File: config.mk
export PLATFORM = sky130hd
export DESIGN_NAME = periodic_tick_timer
export DESIGN_NICKNAME = d
export VERILOG_FILES = /design/src/rtl/ptt_pkg.sv /design/src/rtl/ptt_cfg.sv /design/src/rtl/ptt_count.sv /design/src/rtl/ptt_wave.sv /design/src/rtl/periodic_tick_timer.sv
export SDC_FILE = /design/constraint.sdc
export NUM_CORES = 1
export LEC_CHECK = 0
export BUFFER_PORTS_ARGS = -buffer_cell sky130_fd_sc_hd__buf_2
export CAP_MARGIN = 20
export CORE_MARGIN = 2
export CORE_UTILIZATION = 55
export DETAILED_ROUTE_END_ITERATION = 6
export PLACE_DENSITY_LB_ADDON = 0.05
export SETUP_SLACK_MARGIN = 0.05
export SLEW_MARGIN = 20
export SYNTH_ARGS = -nofsm -noshare
export SYNTH_HDL_FRONTEND = slang
export SYNTH_HIERARCHICAL = 1
export SYNTH_SLANG_ARGS = --single-unit
File: constraint.sdc
create_clock -name clk -period 3.65 [get_ports clk]
set_input_delay 0.365 -clock clk [delete_from_list [all_inputs] [get_ports clk]]
set_output_delay 0.365 -clock clk [all_outputs]
set_load 0.01 [all_outputs]
File: src/rtl/ptt_pkg.sv
package ptt_pkg;
  localparam int unsigned PERIOD_W_DEF = 16;

  typedef enum logic {
    SRC_SLOW = 1'b0,
    SRC_BUS  = 1'b1
  } ptt_src_e;

  typedef struct packed {
    ptt_src_e src;
    logic     en;
    logic     irq_en;
    logic     ext_en;
  } ptt_ctl_t;
endpackage

File: src/rtl/ptt_cfg.sv
module ptt_cfg
  import ptt_pkg::*;
#(
  parameter int unsigned PERIOD_W = PERIOD_W_DEF
) (
  input  logic                clk,
  input  logic                rst_n,
  input  logic                wr_i,
  input  logic [PERIOD_W-1:0] period_i,
  input  ptt_ctl_t            ctl_i,
  output logic [PERIOD_W-1:0] period_o,
  output ptt_ctl_t            ctl_o
);
  logic [PERIOD_W-1:0] period_q;
  ptt_ctl_t            ctl_q;

  always_ff @(posedge clk or negedge rst_n) begin
    if (!rst_n) begin
      period_q <= '0;
      ctl_q    <= '{src: SRC_SLOW, en: 1'b0, irq_en: 1'b0, ext_en: 1'b0};
    end else if (wr_i) begin
      ctl_q.en     <= ctl_i.en;
      ctl_q.irq_en <= ctl_i.irq_en;
      ctl_q.ext_en <= ctl_i.ext_en;
      if (!ctl_q.en) begin
        period_q  <= period_i;
        ctl_q.src <= ctl_i.src;
      end
    end
  end

  assign period_o = period_q;
  assign ctl_o    = ctl_q;


  period_lock_chk: assert property (@(posedge clk) disable iff (!rst_n)
    ctl_q.en |=> period_q == $past(period_q));

  src_lock_chk: assert property (@(posedge clk) disable iff (!rst_n)
    ctl_q.en |=> ctl_q.src == $past(ctl_q.src));
endmodule

File: src/rtl/ptt_count.sv
module ptt_count
  import ptt_pkg::*;
#(
  parameter int unsigned PERIOD_W = PERIOD_W_DEF
) (
  input  logic                clk,
  input  logic                rst_n,
  input  logic                en_i,
  input  ptt_src_e            src_i,
  input  logic                slow_tick_i,
  input  logic                bus_tick_i,
  input  logic [PERIOD_W-1:0] period_i,
  output logic                expire_o
);
  logic [PERIOD_W-1:0] cnt_q;
  logic                tick;

  always_comb begin
    unique case (src_i)
      SRC_BUS:  tick = bus_tick_i;
      default:  tick = slow_tick_i;
    endcase
  end

  assign expire_o = en_i && tick && (cnt_q == period_i);

  always_ff @(posedge clk or negedge rst_n) begin
    if (!rst_n) begin
      cnt_q <= '0;
    end else if (!en_i) begin
      cnt_q <= '0;
    end else if (tick) begin
      if (cnt_q == period_i) cnt_q <= '0;
      else                   cnt_q <= cnt_q + 1'b1;
    end
  end


  cnt_in_range_chk: assert property (@(posedge clk) disable iff (!rst_n)
    en_i |-> cnt_q <= period_i);

  freeze_hold_chk: assert property (@(posedge clk) disable iff (!rst_n)
    (en_i && !tick) |=> $stable(cnt_q));

  disable_clear_chk: assert property (@(posedge clk) disable iff (!rst_n)
    !en_i |=> cnt_q == '0);
endmodule

File: src/rtl/ptt_wave.sv
module ptt_wave (
  input  logic clk,
  input  logic rst_n,
  input  logic en_i,
  input  logic ext_en_i,
  input  logic expire_i,
  output logic wave_o
);
  logic phase_q;

  always_ff @(posedge clk or negedge rst_n) begin
    if (!rst_n)        phase_q <= 1'b0;
    else if (!en_i)    phase_q <= 1'b0;
    else if (expire_i) phase_q <= ~phase_q;
  end

  assign wave_o = phase_q & en_i & ext_en_i;


  wave_toggle_chk: assert property (@(posedge clk) disable iff (!rst_n)
    (en_i && expire_i) |=> phase_q != $past(phase_q));

  wave_idle_low_chk: assert property (@(posedge clk) disable iff (!rst_n)
    !en_i |=> !phase_q);
endmodule

File: src/rtl/periodic_tick_timer.sv
module periodic_tick_timer
  import ptt_pkg::*;
#(
  parameter int unsigned PERIOD_W = PERIOD_W_DEF
) (
  input  logic                clk,
  input  logic                rst_n,
  input  logic                slow_tick_i,
  input  logic                bus_tick_i,
  input  logic                cfg_wr_i,
  input  logic [PERIOD_W-1:0] cfg_period_i,
  input  logic                cfg_src_i,
  input  logic                cfg_en_i,
  input  logic                cfg_irq_en_i,
  input  logic                cfg_ext_en_i,
  input  logic                flag_clr_i,
  output logic                flag_o,
  output logic                irq_o,
  output logic                wave_o,
  output logic [PERIOD_W-1:0] period_o,
  output logic                src_o,
  output logic                en_o
);
  ptt_ctl_t            ctl_in;
  ptt_ctl_t            ctl;
  logic [PERIOD_W-1:0] period;
  logic                expire;
  logic                flag_q;

  assign ctl_in = '{src: ptt_src_e'(cfg_src_i), en: cfg_en_i,
                    irq_en: cfg_irq_en_i, ext_en: cfg_ext_en_i};

  ptt_cfg #(.PERIOD_W(PERIOD_W)) cfg_u (
    .clk(clk), .rst_n(rst_n), .wr_i(cfg_wr_i), .period_i(cfg_period_i),
    .ctl_i(ctl_in), .period_o(period), .ctl_o(ctl)
  );

  ptt_count #(.PERIOD_W(PERIOD_W)) count_u (
    .clk(clk), .rst_n(rst_n), .en_i(ctl.en), .src_i(ctl.src),
    .slow_tick_i(slow_tick_i), .bus_tick_i(bus_tick_i),
    .period_i(period), .expire_o(expire)
  );

  ptt_wave wave_u (
    .clk(clk), .rst_n(rst_n), .en_i(ctl.en), .ext_en_i(ctl.ext_en),
    .expire_i(expire), .wave_o(wave_o)
  );

  always_ff @(posedge clk or negedge rst_n) begin
    if (!rst_n)          flag_q <= 1'b0;
    else if (expire)     flag_q <= 1'b1;
    else if (flag_clr_i) flag_q <= 1'b0;
  end

  assign flag_o   = flag_q;
  assign irq_o    = flag_q & ctl.irq_en;
  assign period_o = period;
  assign src_o    = ctl.src;
  assign en_o     = ctl.en;


  flag_set_chk: assert property (@(posedge clk) disable iff (!rst_n)
    expire |=> flag_o);

  flag_clear_chk: assert property (@(posedge clk) disable iff (!rst_n)
    (flag_clr_i && !expire) |=> !flag_o);

  irq_gate_chk: assert property (@(posedge clk) disable iff (!rst_n)
    irq_o |-> flag_o);

  wave_gate_chk: assert property (@(posedge clk) disable iff (!rst_n)
    !en_o |-> !wave_o);
endmodule

Word level (Yosys, flattened, before mapping)
Cells that the tools add are included.
{ "classes": {"n_addsub": 1, "n_eq_ne": 3, "muxes": 8, "bitwise": 5, "n_reduce_logical": 4} }
{ "ops": {"columns": ["op", "n"], "rows": [
  ["two-way mux 16 bit", 3],
  ["adder 16 x 1 -> 16 bit, second input constant", 1],
  ["equality test 16 bit", 1],
  ["two-way mux 1 bit", 5],
  ["inequality test 2 x 1 -> 1 bit, second input constant", 2],
  ["bitwise AND 1 bit", 3],
  ["logical AND 1 bit", 2],
  ["NOT 1 bit", 2],
  ["AND reduction 2 bit", 1],
  ["nonzero test 2 bit", 1]
]} }
{ "totals": {"regBits": 38, "inputBits": 26, "output_inout_bits": 21, "wordCells": 29} }

Depth between registers and ports, before layout
{ "logic_depth": {"word_depth": 5, "depth_mapped": 8, "ltp_nobuf": 6} }

Modules after synthesis
Netlist, hierarchy kept.
{ "by_module_without_submodules": {"columns": ["mod", "n_inst", "cells_each", "area_per_inst_um2"], "rows": [
  ["ptt_count", 1, 122, 1191.1],
  ["ptt_cfg", 1, 43, 808.3],
  ["ptt_wave", 1, 4, 47.5],
  ["periodic_tick_timer", 1, 4, 42.5]
]} }

Worst setup path before layout
OpenSTA, ideal clock, no wires.
{ "synth_timing": {"kind": "register to register", "from": "register count_u.cnt_q[8]", "to": "register wave_u.phase_q", "setup_time_ns": 0.119, "arrival_time_ns": 1.678, "required_ns": 3.531, "slack_ns": 1.853, "path_stages_with_launch": 9, "period_less_slack_ns": 1.797, "cell_sequence": "dfrtp_1 buf_4 xor2_1 nor4_1 nand4_1 buf_2 nor3b_2 xor2_1 and2_1"} }
{ "synth_between": {"elab_chain_cells": 3} }
{ "synth_rtl": {"columns": ["element", "line", "rtl"], "rows": [
  ["start: declaration", "ptt_count.sv:15", "logic [PERIOD_W-1:0] cnt_q;"],
  ["start signal: assignment", "ptt_count.sv:34", "else cnt_q <= cnt_q + 1'b1;"],
  ["equality test 16 bit", "ptt_count.sv:25", "assign expire_o = en_i && tick && (cnt_q == period_i);"],
  ["logical AND 1 bit", "ptt_count.sv:25", null],
  ["via expire", "periodic_tick_timer.sv:27", "logic expire;"],
  ["inequality test 2 x 1 -> 1 bit (no line)", null, null],
  ["end signal: assignment", "ptt_wave.sv:14", "else if (expire_i) phase_q <= ~phase_q;"],
  ["end: declaration", "ptt_wave.sv:9", "logic phase_q;"]
]} }
The timed path passes the listed nets, and every way through them passes these cells.
A chain may end at the register's enable or synchronous reset.

Worst setup path in the final report
{ "layout_timing": {"from": "register count_u.cnt_q[8]", "to": "register count_u.cnt_q[7]"} }
{ "layout_between": {"elab_chain_cells": 4} }
{ "layout_rtl": {"columns": ["element", "line", "rtl"], "rows": [
  ["equality test 16 bit", "ptt_count.sv:33", "if (cnt_q == period_i) cnt_q <= '0;"],
  ["two-way mux 16 bit", "ptt_count.sv:33", null],
  ["two-way mux 16 bit", "ptt_count.sv:32", "end else if (tick) begin"],
  ["two-way mux 16 bit", "ptt_count.sv:30", "end else if (!en_i) begin"]
]} }
No other way between the ends. The select of a mux whose other input is x is not followed.

==> results.tsv <==
metric	value	unit
PostCTS Resize Cnt	0	
Final TNS setup	0	ns
Hold-fix buffers, CTS	0	
Post-DP HPWL	3130	µm
I/O pins	47	
worst slew pin tran	0.830	ns
Die Area	4310	µm²
RSZ-0062 raised after global routing	no	
min cycle time layout	2.30	ns
largest net degree at the start of global routing	39	
GRT Total Usage	22.7	%
met1 usage	29.5	%
Post-Syn Instances	173	
GR Layer Usage met3	5.14	%
layout cells sized above 1	40.6	%
filler cell count in the final layout	286	
Max FO, Critical Path	11	
Synth Area in Compound Gates	10.8	%
GR Overflow Total	0	
Sequential cell area	951	µm²
Core Box Area	3660	µm²
Post-Synth XOR/XNOR Area	7.13	%
CP Launch Type	flip-flop	
DRT Wirelength	4290	µm
Area growth syn-to-layout	16.4	%
Buffers on Ports	46	
largest family of logic cells by synthesized area	simple AND/OR/NAND/NOR gates	
Peak VDD IR	0.270	mV
post-synthesis cell type count	33	
Final setup viols	0	
Final WS setup	1.35	ns
H-Tree Depth	2	
class of the worst hold path	primary input to asynchronous set/reset pin	
number of iterations in the first detailed-routing pass	4	
total CTS buffers	5	
Pins Over Slew Limit	0	
routed len/inst	16.2	µm
Net Switching	0.303	mW
Finished Cell Area	2430	µm²
pwr/cell area	481	nW/µm²
sw frac	25.9	%
Die H	65.6	µm
final core utilization	66.4	%
CTS Sinks	38	
CTS tree	done	
met2 usage	35.4	%
Clock power frac	37.7	%
most common cell after layout, fill and taps aside	buf_2	
Flop pwr share	44.1	%
# Post-CTS Setup Buffers	0	
initial antenna violation count	0	
DP Area	2290	µm²
most frequent cells in the layout	buf_2 (46), dfrtp_1 (38), xor2_1 (17), nand2_1 (14), nand3_1 (13)	
Diodes inserted	0	
Max Clock Skew	0.00907	ns
post-synthesis cell area	2090	µm²
Die X	65.6	µm
GPL Wtd Cong	0.838	
post-route ant nets	0	
first-pass GRT wire length	7290	µm
gr busiest metal	met2	
Crit path arrival time	2.46	ns
DR DRC count	0	
mux contribution to synthesized area	15.0	%
Post-Synth Simple-Gate Area	15.6	%
Pleak	1.15	nW
Seq/Total Area, Yosys	45.5	%
Synth Register Bits	38	
CP required	3.81	ns
Longest Clk Path Bufs	2	
via count	1556	
Worst setup EP type	flip-flop	
row count	22	
vias in the first global route	1527	
Synth top area share	45.5	%
Post-Synth Adder-Cell Area	0.599	%
Clk pin slew, worst setup/hold paths	0.08	ns
P_int	0.866	mW
Comb power frac	18.2	%
top cells by area, synth	dfrtp_1 (46%), mux2_4 (7.2%), xor2_1 (7.1%), mux2_2 (5.4%), o311ai_2 (4.7%)	
syn nets	200	
# Max-Cap Violations	0	
outcome	completed	
Clock Latency Late Sink	0.29	ns
Final period util	63.1	%
pre-CTS setup slack	1.37	ns
Yosys top cell by area	dfrtp_1	
final net count	243	
highest clock rate	434	MHz
final hold violations	0	
Crit Path Category	flip-flop to flip-flop	
Avg Cell Area, Syn	12.1	µm²
Iter 0 DRT Violations	51	
area of the multi-input gates	1030	µm²
Slew headroom	44.7	%
initial core utilization	57.1	%
root buffer cell	clkbuf_8	
vias per cell	5.87	
Synth Warn #	6	
==> power groups by stage <==
stage | logic [mW] | registers (mW) | clock network (mW)
floorplan | 0.123 | 0.530 | 0
global placement | 0.208 | 0.520 | 0
detailed placement | 0.214 | 0.523 | 0
CTS | 0.216 | 0.515 | 0.448
global route | 0.235 | 0.522 | 0.466
finish | 0.213 | 0.515 | 0.441
==> flip-flops by register name (all words and copies together) (netlist names) <==
name and flops:
wave_u/phase_q 1, count_u/cnt_q 16, cfg_u/period_o 16, cfg_u/ctl_o 4
flag_o 1
==> cell families (layout without fill, tap and decap cells) <==
kind of cell	count (synthesis)	in the layout
xor gates and xnor gates	17	17
DFF	38	38
and+or+nand+nor	58	58
buffers and inverters	14	58
adders and majority gates	1	1
muxes	25	25
AOI/OAI and AO/OA	20	20
==> metal layers <==
| layer | share of wire [%] | wire length, µm |
|---|---|---|
| met5 | 0 | 0 |
| met4 | 2.9 | 124 |
| met3 | 5.3 | 226 |
| met2 | 49 | 2090 |
| met1 | 43 | 1850 |
==> final timing paths <==
| check | start | end | slack [ns] | cells past startpoint |
|---|---|---|---|---|
| max in group asynchronous | rst_n | flag_o | 2.95 | 1 |
| hold reg to reg | flag_o | flag_o | 0.50 | 1 |
| hold / removal | rst_n | count_u/cnt_q[8] | 0.17 | 1 |
| setup / recovery | count_u/cnt_q[8] | count_u/cnt_q[7] | 1.35 | 5 |
| setup reg to reg | count_u/cnt_q[8] | count_u/cnt_q[7] | 1.35 | 5 |
| min in group clk | cfg_period_i[0] | cfg_u/period_o[0] | 0.30 | 2 |
==> metrics by stage <==
step	instances	total power, mW	hold slack, ns
2_1_floorplan	173	0.654	0.0694
3_3_place_gp	257	0.729	0.479
3_5_place_dp	257	0.737	0.490
4_1_cts	265	1.18	0.203
5_1_grt	265	1.22	0.236
6_report	265	1.17	0.167
==> synth_stat cells <==
cell	number
xor2_1	17
o21ai_1	1
ha_1	1
mux2_4	10
a32o_1	1
inv_1	2
o311ai_2	6
mux2_2	10
and3_1	7
a41oi_2	3
buf_6	4
nor2b_4	1
nor3_1	2
nor4_1	4
and2_1	3
or3_1	1
a31oi_1	4
nor3b_2	1
nand2_1	14
dfrtp_1	38
nand3_1	13
mux2i_1	5
and3_2	1
o311ai_1	1
clkbuf_2	1
buf_2	4
a21o_1	1
buf_4	2
nor2b_1	1
nand4_1	9
and4_1	1
o31ai_1	3
buf_12	1
==> cell type report <==
class / instances / share of cell area, %
tap: 48 / 2.47
sequential: 38 / 39.1
multi-input combinational: 121 / 42.2
timing repair buffer: 48 / 10.1
clock inverter: 2 / 2.47
inverter: 2 / 0.309
clock buffer: 6 / 3.40
==> critical path, cell delays in order (launching register included) <==
cell and delay [ns]:
dfrtp_1 0.49, xor2_1 0.20, nor4_1 0.38, nand4_1 0.39, nand2_1 0.53, o311ai_2 0.16
(Power assumes the default switching activity.)
